**src/rtl/dmf_pkg.sv**
```systemverilog
// Shared types for the dual-mode FIFO.
// Assumes: the data path width is fixed for every instance in the chip.
package dmf_pkg;
    localparam int unsigned DATA_W = 18;

    // Output behaviour chosen during master reset.
    typedef enum logic {
        MODE_STD = 1'b0,
        MODE_FT  = 1'b1
    } fifo_mode_e;
endpackage

```
**src/rtl/dmf_ram.sv**
```systemverilog
// Storage array: one synchronous write port and one combinational read port.
// Assumes: addresses are always below DEPTH; the contents are not reset.
module dmf_ram #(
    parameter int WIDTH = 18,
    parameter int DEPTH = 16,
    parameter int AW    = 4
) (
    input  logic             clk,
    input  logic             we,
    input  logic [AW-1:0]    waddr,
    input  logic [WIDTH-1:0] wdata,
    input  logic [AW-1:0]    raddr,
    output logic [WIDTH-1:0] rdata
);
    logic [WIDTH-1:0] mem [DEPTH];

    // Store the incoming word at the write address.
    always_ff @(posedge clk) begin
        if (we) begin
            mem[waddr] <= wdata;
        end
    end

    assign rdata = mem[raddr];
endmodule

```
**src/rtl/dmf_ctrl.sv**
```systemverilog
// Pointer, occupancy and retransmit control for the dual-mode FIFO.
// occ counts the words held in the array. vis counts the words that have
// finished the two-edge write latency and may be popped.
// Assumes: rst_n is the combined asynchronous reset, and the mode is stable
// outside master reset.
module dmf_ctrl
    import dmf_pkg::*;
#(
    parameter int DEPTH = 16,
    parameter int AW    = 4,
    parameter int CW    = 5
) (
    input  logic          clk,
    input  logic          rst_n,
    input  fifo_mode_e    mode,
    input  logic          wr_en_n,
    input  logic          rd_en_n,
    input  logic          rewind_n,
    output logic          we,
    output logic [AW-1:0] waddr,
    output logic [AW-1:0] raddr,
    output logic          pop,
    output logic          out_valid,
    output logic          vis_nz,
    output logic          full,
    output logic          rt_busy,
    output logic [CW-1:0] occ
);
    logic [AW-1:0] wptr_q, rptr_q;
    logic          wrap_q;
    logic [CW-1:0] occ_q, vis_q;
    logic [1:0]    wpipe_q;
    logic          busy_q, oval_q;

    logic          do_wr, rt_start, rt_done, std_rd, ft_take, ft_load;
    logic [CW-1:0] rewind_occ;

    // Advance a pointer with wrap at DEPTH.
    function automatic logic [AW-1:0] step(input logic [AW-1:0] p);
        step = (p == AW'(DEPTH - 1)) ? '0 : p + 1'b1;
    endfunction

    // Decode this cycle's write, pop and retransmit events.
    always_comb begin
        full       = (occ_q == CW'(DEPTH));
        do_wr      = !wr_en_n && !full;
        rt_start   = !rewind_n && !busy_q && wr_en_n && rd_en_n;
        rt_done    = busy_q && rewind_n;
        std_rd     = (mode == MODE_STD) && !rd_en_n && (vis_q != '0) && !busy_q;
        ft_take    = (mode == MODE_FT) && oval_q && !rd_en_n && !busy_q;
        ft_load    = (mode == MODE_FT) && (vis_q != '0) &&
                     (rt_done || (!busy_q && !rt_start && (!oval_q || ft_take)));
        pop        = std_rd || ft_load;
        rewind_occ = wrap_q ? CW'(DEPTH) : {1'b0, wptr_q};
    end

    // Write pointer and the record of whether it has wrapped since reset.
    always_ff @(posedge clk or negedge rst_n) begin
        if (!rst_n) begin
            wptr_q <= '0;
            wrap_q <= 1'b0;
        end else if (do_wr) begin
            wptr_q <= step(wptr_q);
            if (wptr_q == AW'(DEPTH - 1)) begin
                wrap_q <= 1'b1;
            end
        end
    end

    // Read pointer: rewound by retransmit, advanced by each pop.
    always_ff @(posedge clk or negedge rst_n) begin
        if (!rst_n) begin
            rptr_q <= '0;
        end else if (rt_start) begin
            rptr_q <= '0;
        end else if (pop) begin
            rptr_q <= step(rptr_q);
        end
    end

    // Occupancy, visible count and write-latency pipeline.
    always_ff @(posedge clk or negedge rst_n) begin
        if (!rst_n) begin
            occ_q   <= '0;
            vis_q   <= '0;
            wpipe_q <= '0;
        end else if (rt_start) begin
            occ_q   <= rewind_occ;
            vis_q   <= rewind_occ;
            wpipe_q <= '0;
        end else begin
            occ_q   <= occ_q + CW'(do_wr) - CW'(pop);
            vis_q   <= vis_q + CW'(wpipe_q[1]) - CW'(pop);
            wpipe_q <= {wpipe_q[0], do_wr};
        end
    end

    // Retransmit setup state and output-word validity.
    always_ff @(posedge clk or negedge rst_n) begin
        if (!rst_n) begin
            busy_q <= 1'b0;
            oval_q <= 1'b0;
        end else begin
            if (rt_start) begin
                busy_q <= 1'b1;
            end else if (rt_done) begin
                busy_q <= 1'b0;
            end
            if (rt_start) begin
                oval_q <= 1'b0;
            end else if (ft_load) begin
                oval_q <= 1'b1;
            end else if (ft_take) begin
                oval_q <= 1'b0;
            end
        end
    end

    assign we        = do_wr;
    assign waddr     = wptr_q;
    assign raddr     = rptr_q;
    assign out_valid = oval_q;
    assign vis_nz    = (vis_q != '0);
    assign rt_busy   = busy_q;
    assign occ       = occ_q;
endmodule

```
**src/rtl/dmf_flagmap.sv**
```systemverilog
// Maps the internal state onto the two active-low status pins for the
// selected mode.
// Assumes: is_ft is stable outside master reset.
module dmf_flagmap (
    input  logic is_ft,
    input  logic vis_nz,
    input  logic rt_busy,
    input  logic out_valid,
    input  logic full,
    output logic rd_flag_n,
    output logic wr_flag_n
);
    // Standard mode uses empty/full; fall-through mode uses ready/ready.
    always_comb begin
        if (is_ft) begin
            rd_flag_n = !out_valid;
            wr_flag_n = full;
        end else begin
            rd_flag_n = vis_nz && !rt_busy;
            wr_flag_n = !full;
        end
    end
endmodule

```
**src/rtl/dual_mode_fifo.sv**
```systemverilog
// Dual-mode single-clock FIFO with retransmit.
// The mode is captured while master reset is low. Partial reset clears the
// pointers, flags and output but keeps the mode.
// Assumes: the clock runs during master reset, and a rewind request arrives
// only with both enables inactive.
module dual_mode_fifo #(
    parameter int DEPTH = 16,
    parameter int WIDTH = dmf_pkg::DATA_W
) (
    input  logic             clk,
    input  logic             mrst_n,
    input  logic             prst_n,
    input  logic             mode_sel,
    input  logic             wr_en_n,
    input  logic [WIDTH-1:0] wr_data,
    input  logic             rd_en_n,
    output logic [WIDTH-1:0] rd_data,
    input  logic             rewind_n,
    output logic             rd_flag_n,
    output logic             wr_flag_n
);
    localparam int AW = (DEPTH > 1) ? $clog2(DEPTH) : 1;
    localparam int CW = AW + 1;

    dmf_pkg::fifo_mode_e mode_q;
    logic                rst_all_n;
    logic                is_ft;
    logic                we, pop, out_valid, vis_nz, full, rt_busy;
    logic [AW-1:0]       waddr, raddr;
    logic [CW-1:0]       occ;
    logic [WIDTH-1:0]    ram_rdata;
    logic [WIDTH-1:0]    rd_q;

    assign rst_all_n = mrst_n & prst_n;
    assign is_ft     = (mode_q == dmf_pkg::MODE_FT);

    // Capture the mode input on every edge while master reset is held.
    always_ff @(posedge clk) begin
        if (!mrst_n) begin
            mode_q <= dmf_pkg::fifo_mode_e'(mode_sel);
        end
    end

    dmf_ram #(.WIDTH(WIDTH), .DEPTH(DEPTH), .AW(AW)) u_ram (
        .clk   (clk),
        .we    (we),
        .waddr (waddr),
        .wdata (wr_data),
        .raddr (raddr),
        .rdata (ram_rdata)
    );

    dmf_ctrl #(.DEPTH(DEPTH), .AW(AW), .CW(CW)) u_ctrl (
        .clk       (clk),
        .rst_n     (rst_all_n),
        .mode      (mode_q),
        .wr_en_n   (wr_en_n),
        .rd_en_n   (rd_en_n),
        .rewind_n  (rewind_n),
        .we        (we),
        .waddr     (waddr),
        .raddr     (raddr),
        .pop       (pop),
        .out_valid (out_valid),
        .vis_nz    (vis_nz),
        .full      (full),
        .rt_busy   (rt_busy),
        .occ       (occ)
    );

    dmf_flagmap u_flags (
        .is_ft     (is_ft),
        .vis_nz    (vis_nz),
        .rt_busy   (rt_busy),
        .out_valid (out_valid),
        .full      (full),
        .rd_flag_n (rd_flag_n),
        .wr_flag_n (wr_flag_n)
    );

    // Output register: cleared by either reset, loaded on each pop.
    always_ff @(posedge clk or negedge rst_all_n) begin
        if (!rst_all_n) begin
            rd_q <= '0;
        end else if (pop) begin
            rd_q <= ram_rdata;
        end
    end

    assign rd_data = rd_q;
endmodule

```
**config.mk**
```make
export PLATFORM = sky130hd
export DESIGN_NAME = dual_mode_fifo
export DESIGN_NICKNAME = d
export VERILOG_FILES = /design/src/rtl/dmf_pkg.sv /design/src/rtl/dmf_ram.sv /design/src/rtl/dmf_ctrl.sv /design/src/rtl/dmf_flagmap.sv /design/src/rtl/dual_mode_fifo.sv
export SDC_FILE = /design/constraint.sdc
export NUM_CORES = 1
export LEC_CHECK = 0
export BUFFER_PORTS_ARGS = -buffer_cell sky130_fd_sc_hd__buf_2
export CAP_MARGIN = 20
export CORE_UTILIZATION = 56
export DETAILED_ROUTE_END_ITERATION = 7
export PLACE_DENSITY = 0.73
export SYNTH_ARGS = -nofsm -noshare
export SYNTH_HDL_FRONTEND = slang
export SYNTH_SLANG_ARGS = --single-unit
```
**constraint.sdc**
```tcl
create_clock -name clk -period 2.64 [get_ports clk]
set_clock_uncertainty 0.1 [all_clocks]
set_input_delay 0.264 -clock clk [delete_from_list [all_inputs] [get_ports clk]]
set_output_delay 0.264 -clock clk [all_outputs]
set_load 0.05 [all_outputs]
```
# == Yosys cells after proc, flatten, opt, wreduce, memory -nomap -nowiden ==
# Memory sizes are Yosys's and may differ from the RTL's. A register that Yosys moved wholly into a read port is not among the register bits.
# Cells that the tools add are included.
# totals
in_bits,25
word_cells,70
ramBits,288
output_inout_bits,20
register_bits,24
memories,1
# memory_table
memory,depth,width,rd,rd_ports_with_merged_regs,write_ports,line,rtl
u_ram.mem,16,18,1,1,1,dmf_ram.sv:15,logic [WIDTH-1:0] mem [DEPTH];
# classes
addsub,6
muxes,17
n_eq_ne,3
reduce_logical,32
bitwise_logic,2
# ops
op,count
$logic_and A1 B1 Y1,16
$mux W4,4
$mux W5,3
$add A5 B1 Y5,2
$sub A5 B1 Y5,2
$mux W1,9
$add A4 B1 Y4 const B,2
$eq A4 B4 Y1 const B,2
$logic_not A1 Y1,8
$eq A5 B5 Y1 const B,1
$reduce_bool A5 Y1,1
$reduce_bool A2 Y1,2
$logic_or A1 B1 Y1,3
$reduce_bool A3 Y1,1
$mux W2,1
$reduce_and A2 Y1,1
$and A1 B1 Y1,1
$not A1 Y1,1

# == Longest topological paths before layout ==
# depth
ltp_word,12
depth_mapped,15

# == Cells and area by module ==
# Synthesis repeated with hierarchy kept, for this count alone.
# unflattened
cells_unflattened,646
hier_area_um2,13143.9
# modules_own_cells
mod,cells_per_inst,n_inst,area_each_um2
dmf_ram,464,1,10963.0
dmf_ctrl,138,1,1386.3
dual_mode_fifo,41,1,762.0
dmf_flagmap,3,1,32.5

# == Worst setup path after synthesis ==
# OpenSTA, ideal clock, no wires.
# synth_path
path_kind,flip-flop to flip-flop
startpoint,register u_ctrl.vis_q[3]
endpoint,register u_ctrl.occ_q[4] (netlist: u_ctrl.occ[4])
required_ps,2445
path_stages_with_launch,16
t_arrival_ps,2631
path_slack_ps,-186
path_cell_list,dfrtp_1 inv_1 ha_1 or4b_4 o211ai_2 buf_6 buf_6 nand2_1 nand2_1 ha_1 inv_1 fa_1 nor2b_1 o21bai_1 and3_1 o31ai_1
# synth_via
elab_chain_len,6
word_cells_on_any_way,8
cone_classes,add/sub (1); mux (1); reduce/logical (6)
# synth_lines
element,line,rtl
start: declaration,dmf_ctrl.sv:31,"logic [CW-1:0] occ_q, vis_q;"
start signal: assignment,dmf_ctrl.sv:89,vis_q <= rewind_occ;
start signal: assignment,dmf_ctrl.sv:93,vis_q <= vis_q + CW'(wpipe_q[1]) - CW'(pop);
$reduce_bool A5 Y1 *,"dmf_ctrl.sv:49, dmf_ctrl.sv:51",
$logic_and A1 B1 Y1 (on tied branches) (2 in a row),"dmf_ctrl.sv:49, dmf_ctrl.sv:51",
$logic_or A1 B1 Y1 *,dmf_ctrl.sv:53,pop = std_rd || ft_load;
$sub A5 B1 Y5 *,dmf_ctrl.sv:92,occ_q <= occ_q + CW'(do_wr) - CW'(pop);
$mux W5 *,dmf_ctrl.sv:87,end else if (rt_start) begin
end signal: assignment,dmf_ctrl.sv:88,occ_q <= rewind_occ;
end signal: assignment,dmf_ctrl.sv:92,
end: declaration,dmf_ctrl.sv:31,
# Mark *: on every way between the ends. The rest lies on a longest branch, timed or not.
# A chain may end at the register's enable or synchronous reset.

# == Final worst setup path ==
# layout_path
startpoint,register u_ctrl.vis_q[3]
endpoint,register u_ctrl.vis_q[4]
# layout_via
elab_chain_len,6
word_cells_on_any_way,9
cone_classes,add/sub (2); mux (1); reduce/logical (6)
# layout_lines
element,line
"parallel branches: the longest is 4 deep, another holds $add A5 B1 Y5",--
$sub A5 B1 Y5 *,dmf_ctrl.sv:93
$mux W5 *,dmf_ctrl.sv:87
# Every way passes the cells marked *.

==> summary.md <==
0 antenna diodes ended up in the layout. Net switching power of the design: 5.46 mW. Proportion of power drawn by flip-flops and latches: 41.4%. The critical path endpoint category is a flip-flop.

The logs give 26.6% for the power share of the clock group and 13300 µm² for the area of the mapped netlist. At the end of routability-driven placement, the weighted congestion stood at 0.799. The number of instances in the placed design is 1150, and the layout overhead on the synthesized area is 15.3%. Max-cap violations in this run came to 0. For the worst setup path, the data arrival time is 3.16 ns. The checks that failed: negative setup slack.

The highest attainable clock frequency was 0.349 GHz. The number of register bits inferred by synthesis is 330, and the largest buffer count on any clock path is 3. Synthesis produced a netlist with a net count of 827.

In the final routed layout, each cell accounts on average for 23.1 µm. The routed wire length is 28.4 mm. The number of antenna violations at the first check in global routing was 1; the total number of H-tree levels was 2.

The floorplan step defined a die boundary enclosing 24400 µm². The routed layout has 7285 vias. The clock latency on the worst-skew pair is 0.50 ns, and the instance count along the most critical hold path is 3.

The share of cells above drive strength 1 is 19.1%. The share of flip-flops with an asynchronous set or reset after synthesis came out at 12.4%. After synthesis, the netlist uses 49 different library cells. The logs give 22.2% for the normalized max-slew margin and 5.57 nW for the leakage power figure. The logs give 32.1% for the share of power burned in combinational logic and 42 for the maximum number of pins on one net before global-route repair.

The worst setup path is launched from a flip-flop. The vertical die dimension came out at 156 µm. The tools report the root buffer selected by CTS as clkbuf_16.

The run gives 5 as the detailed-router iteration count before antenna repair. After detailed routing, the number of remaining DRC violations is 0. The number of cells on the worst reg-to-reg path is 13. For the synthesized netlist cell count, the log shows 785.

Global routing consumed, over all layers together, 23.7% of the routing resources. Setup repair after global routing could not meet its margin everywhere. The tools report the total clock buffers created by CTS as 35. The setup path with the least slack is of type flip-flop to flip-flop.

The startpoint identified for the worst register-to-register timing path is u_ctrl.vis_q[3]. The run gives 42.4 mm as the global-route wire length before repair. Using the TritonRoute via totals, the vias-per-cell ratio works out to 5.91.

In this run the core area contains 56 standard-cell rows. The final critical-path setup slack was -0.222 ns. In this run the critical register-to-register path is captured at u_ctrl.vis_q[4].

The number of ports placed on the die boundary is 45. The startpoint identified for the worst hold timing path is rd_en_n. VDD sags by at most 0.000581 V. The worst hold path belongs to the class primary input to flip-flop. TritonCTS built the clock tree. Share of the cycle needed by the critical path after routing: 108%. The overall power of the completed layout came out at 16.5 mW.

Most instantiated flip-flop cell in the synthesis netlist: edfxtp_1. The sum of overflow across all layers after global routing was 0; the fraction of power spent switching nets was 33.1%. The floorplan step set the die width to 156 µm. Dividing total power by cell area gives a power density of 1080 nW/µm².

For the pin with the worst max-slew slack, the measured transition is 1.17 ns. The run gives 330 as the number of sinks handled by clock tree synthesis. For this run, the register share of the synthesized area comes to 73.0%. Averaged over all synthesized cells, the footprint is 16.9 µm². The remaining number of nets flagged by the antenna check after routing was 0. Cell-internal power: 11.0 mW.

Input and output buffers added on the ports amount to 44. Setup violations remaining at the end of the flow were counted as 2. The worst register-to-register path has a setup slack of -0.22 ns.

Number of global-route vias before repair: 7343. In this run, synthesis inferred 289 flip-flops with an integrated enable. The number of nets in the final layout was 933. The number of standard cells in the layout, taps in and fillers out came out at 1232. The peak fanout along the critical path is 6, and the minimum period implied by the final worst setup slack is 2.86 ns. Data on the critical path is required at its endpoint by 2.93 ns. The tightest hold path in the finished design has a slack of 0.0199 ns. The number of pins with negative max-slew slack in the final report is 0, and the total count of hold-check failures in the final report is 0. Starting utilization of the core area: 56.8%. The total area inside the core boundary comes to 23400 µm². The flow ran to the end, but the final reports show violations. The count of yosys warnings during synthesis is 0. Clock-pin slew was measured on the worst setup and hold paths at 0.06 ns. The hold-critical path endpoint was u_ctrl.rt_busy. The HPWL reported at the end of detailed placement was 17.3 mm; the number of DRC violations after detailed-routing iteration 0 was 771.
## per-stage QoR
step	setup TNS, ns	worst slack (ns)	instance area, µm²	util, %
after floorplan	-0.170	-0.0920	13300	-
after global placement	0	0.0557	14100	60.1
after detailed placement	-0.264	-0.133	14100	60.1
after CTS	-0.0883	-0.0672	15200	64.9
after global routing	-0.516	-0.275	15300	65.5
final	-0.248	-0.222	15300	65.5
## sequential cells by signal (all words and copies together) (netlist names)
register and flops:
u_ctrl.waddr 4, u_ctrl.raddr 4, u_ctrl.wpipe_q 2, u_ctrl.rt_busy 1
u_ctrl.out_valid 1, is_ft 1, u_ram.mem 288, u_ctrl.occ 5
rd_data 18, u_ctrl.wrap_q 1, u_ctrl.vis_q 5
## cells by family after synthesis
group | count (synthesis) | synth area share [%]
flops | 330 | 73.0
mux | 145 | 10.9
compound gates | 127 | 6.64
simple gates | 98 | 4.52
buf+inv | 60 | 2.67
fa+ha+maj | 17 | 1.71
xor+xnor | 8 | 0.527
## cell usage in the layout, fill, tap and decap left out, types with 3 or more instances in the layout
| cell type | Yosys | layout |
|---|---|---|
| nand3_1 | 4 | 4 |
| clkbuf_1 | 5 | 9 |
| and3_1 | 3 | 3 |
| o21ai_0 | 22 | 21 |
| mux2i_1 | 145 | 145 |
| inv_2 | 0 | 5 |
| dlygate4sd3_1 | 0 | 4 |
| or2_2 | 3 | 3 |
| buf_4 | 8 | 52 |
| o21bai_1 | 3 | 3 |
| and4_1 | 4 | 4 |
| a21oi_1 | 11 | 9 |
| a21o_1 | 3 | 3 |
| nor2_1 | 3 | 3 |
| inv_1 | 19 | 14 |
| and2_1 | 14 | 13 |
| clkbuf_16 | 0 | 35 |
| xnor2_1 | 4 | 4 |
| a22oi_1 | 72 | 72 |
| clkinv_1 | 0 | 11 |
| nand4_1 | 18 | 18 |
| buf_2 | 19 | 44 |
| ha_1 | 15 | 12 |
| o21ai_1 | 3 | 4 |
| xor2_1 | 4 | 4 |
| and3b_1 | 3 | 3 |
| edfxtp_1 | 289 | 289 |
| nor3b_2 | 4 | 3 |
| dfrtp_1 | 41 | 39 |
| buf_12 | 1 | 9 |
| nand2_1 | 30 | 30 |
## metal layers
metal	vias to the layer above	wire length [µm]	track usage [%]
met3	39	1560	3.53
li1	3292	-	-
met4	2	484	5.84
met5	-	11	0
met2	237	14200	40.6
met1	3715	12200	32.1
## power groups by stage
stage / Sequential, mW / Combinational [mW] / Clock, mW
2_1_floorplan: 7.23 / 3.20 / 0
3_3_place_gp: 6.87 / 4.76 / 0
3_5_place_dp: 6.91 / 4.95 / 0
4_1_cts: 6.82 / 5.08 / 4.44
5_1_grt: 6.89 / 5.66 / 4.61
6_report: 6.83 / 5.30 / 4.39
## cell type report
cell class | instances | area [µm²]
clock buffers | 45 | 923
well taps | 319 | 399
flip-flops and latches | 330 | 9710
multi-input cells | 395 | 3300
fillers | 1619 | 8070
clock inverters | 14 | 88.8
repair buffers | 110 | 842
inverters | 19 | 71.3
## worst max-delay path, stage by stage (launching register included)
cell	delay [ns]
dfrtp_1	0.40
inv_2	0.09
ha_4	0.12
or4b_4	0.48
o211ai_4	0.12
nand2_1	0.11
nand2_1	0.08
ha_2	0.18
inv_2	0.04
fa_2	0.36
nor2b_1	0.13
o21bai_1	0.11
and3_1	0.17
o31ai_2	0.25
## cell usage after synthesis, types with 4 or more instances
cell,instances,share of area (%)
ha_1,15,1.4
a21oi_1,11,0.41
buf_2,19,0.72
clkbuf_1,5,0.14
buf_6,8,0.68
a22oi_1,72,4.1
edfxtp_1,289,65
inv_1,19,0.54
xor2_1,4,0.26
nand2_1,30,0.85
and4_1,4,0.26
nor3b_2,4,0.38
o21ai_0,22,0.83
nand4_1,18,0.85
xnor2_1,4,0.26
and2_1,14,0.66
nand3_1,4,0.15
mux2i_1,145,11
buf_4,8,0.45
dfrtp_1,41,7.7
## repair_timing
| item | CTS | global route |
|---|---|---|
| setup endpoints to repair | 2 | 5 |
| endpoints found under the hold margin | 3 | 9 |
| gates resized for setup | 5 | 11 |
| hold buffers | 3 | 1 |
| setup buffers | 9 | 8 |
| pin swaps | 6 | 9 |
## worst max path at each step
| stage | start | end | slack (ns) | cells after the start |
|---|---|---|---|---|
| final | u_ctrl.vis_q[3] | u_ctrl.vis_q[4] | -0.22 | 13 |
| after detailed placement | u_ctrl.vis_q[3] | u_ctrl.occ[4] | -0.13 | 13 |
| after CTS | u_ctrl.vis_q[2] | u_ctrl.vis_q[4] | -0.07 | 13 |
| after global placement | u_ctrl.vis_q[3] | u_ctrl.occ[4] | 0.06 | 13 |
| after global routing | u_ctrl.vis_q[3] | u_ctrl.vis_q[4] | -0.28 | 13 |
| after floorplan | u_ctrl.vis_q[3] | u_ctrl.occ[4] | -0.09 | 15 |
Note: power is estimated with default switching activity, not from simulation.
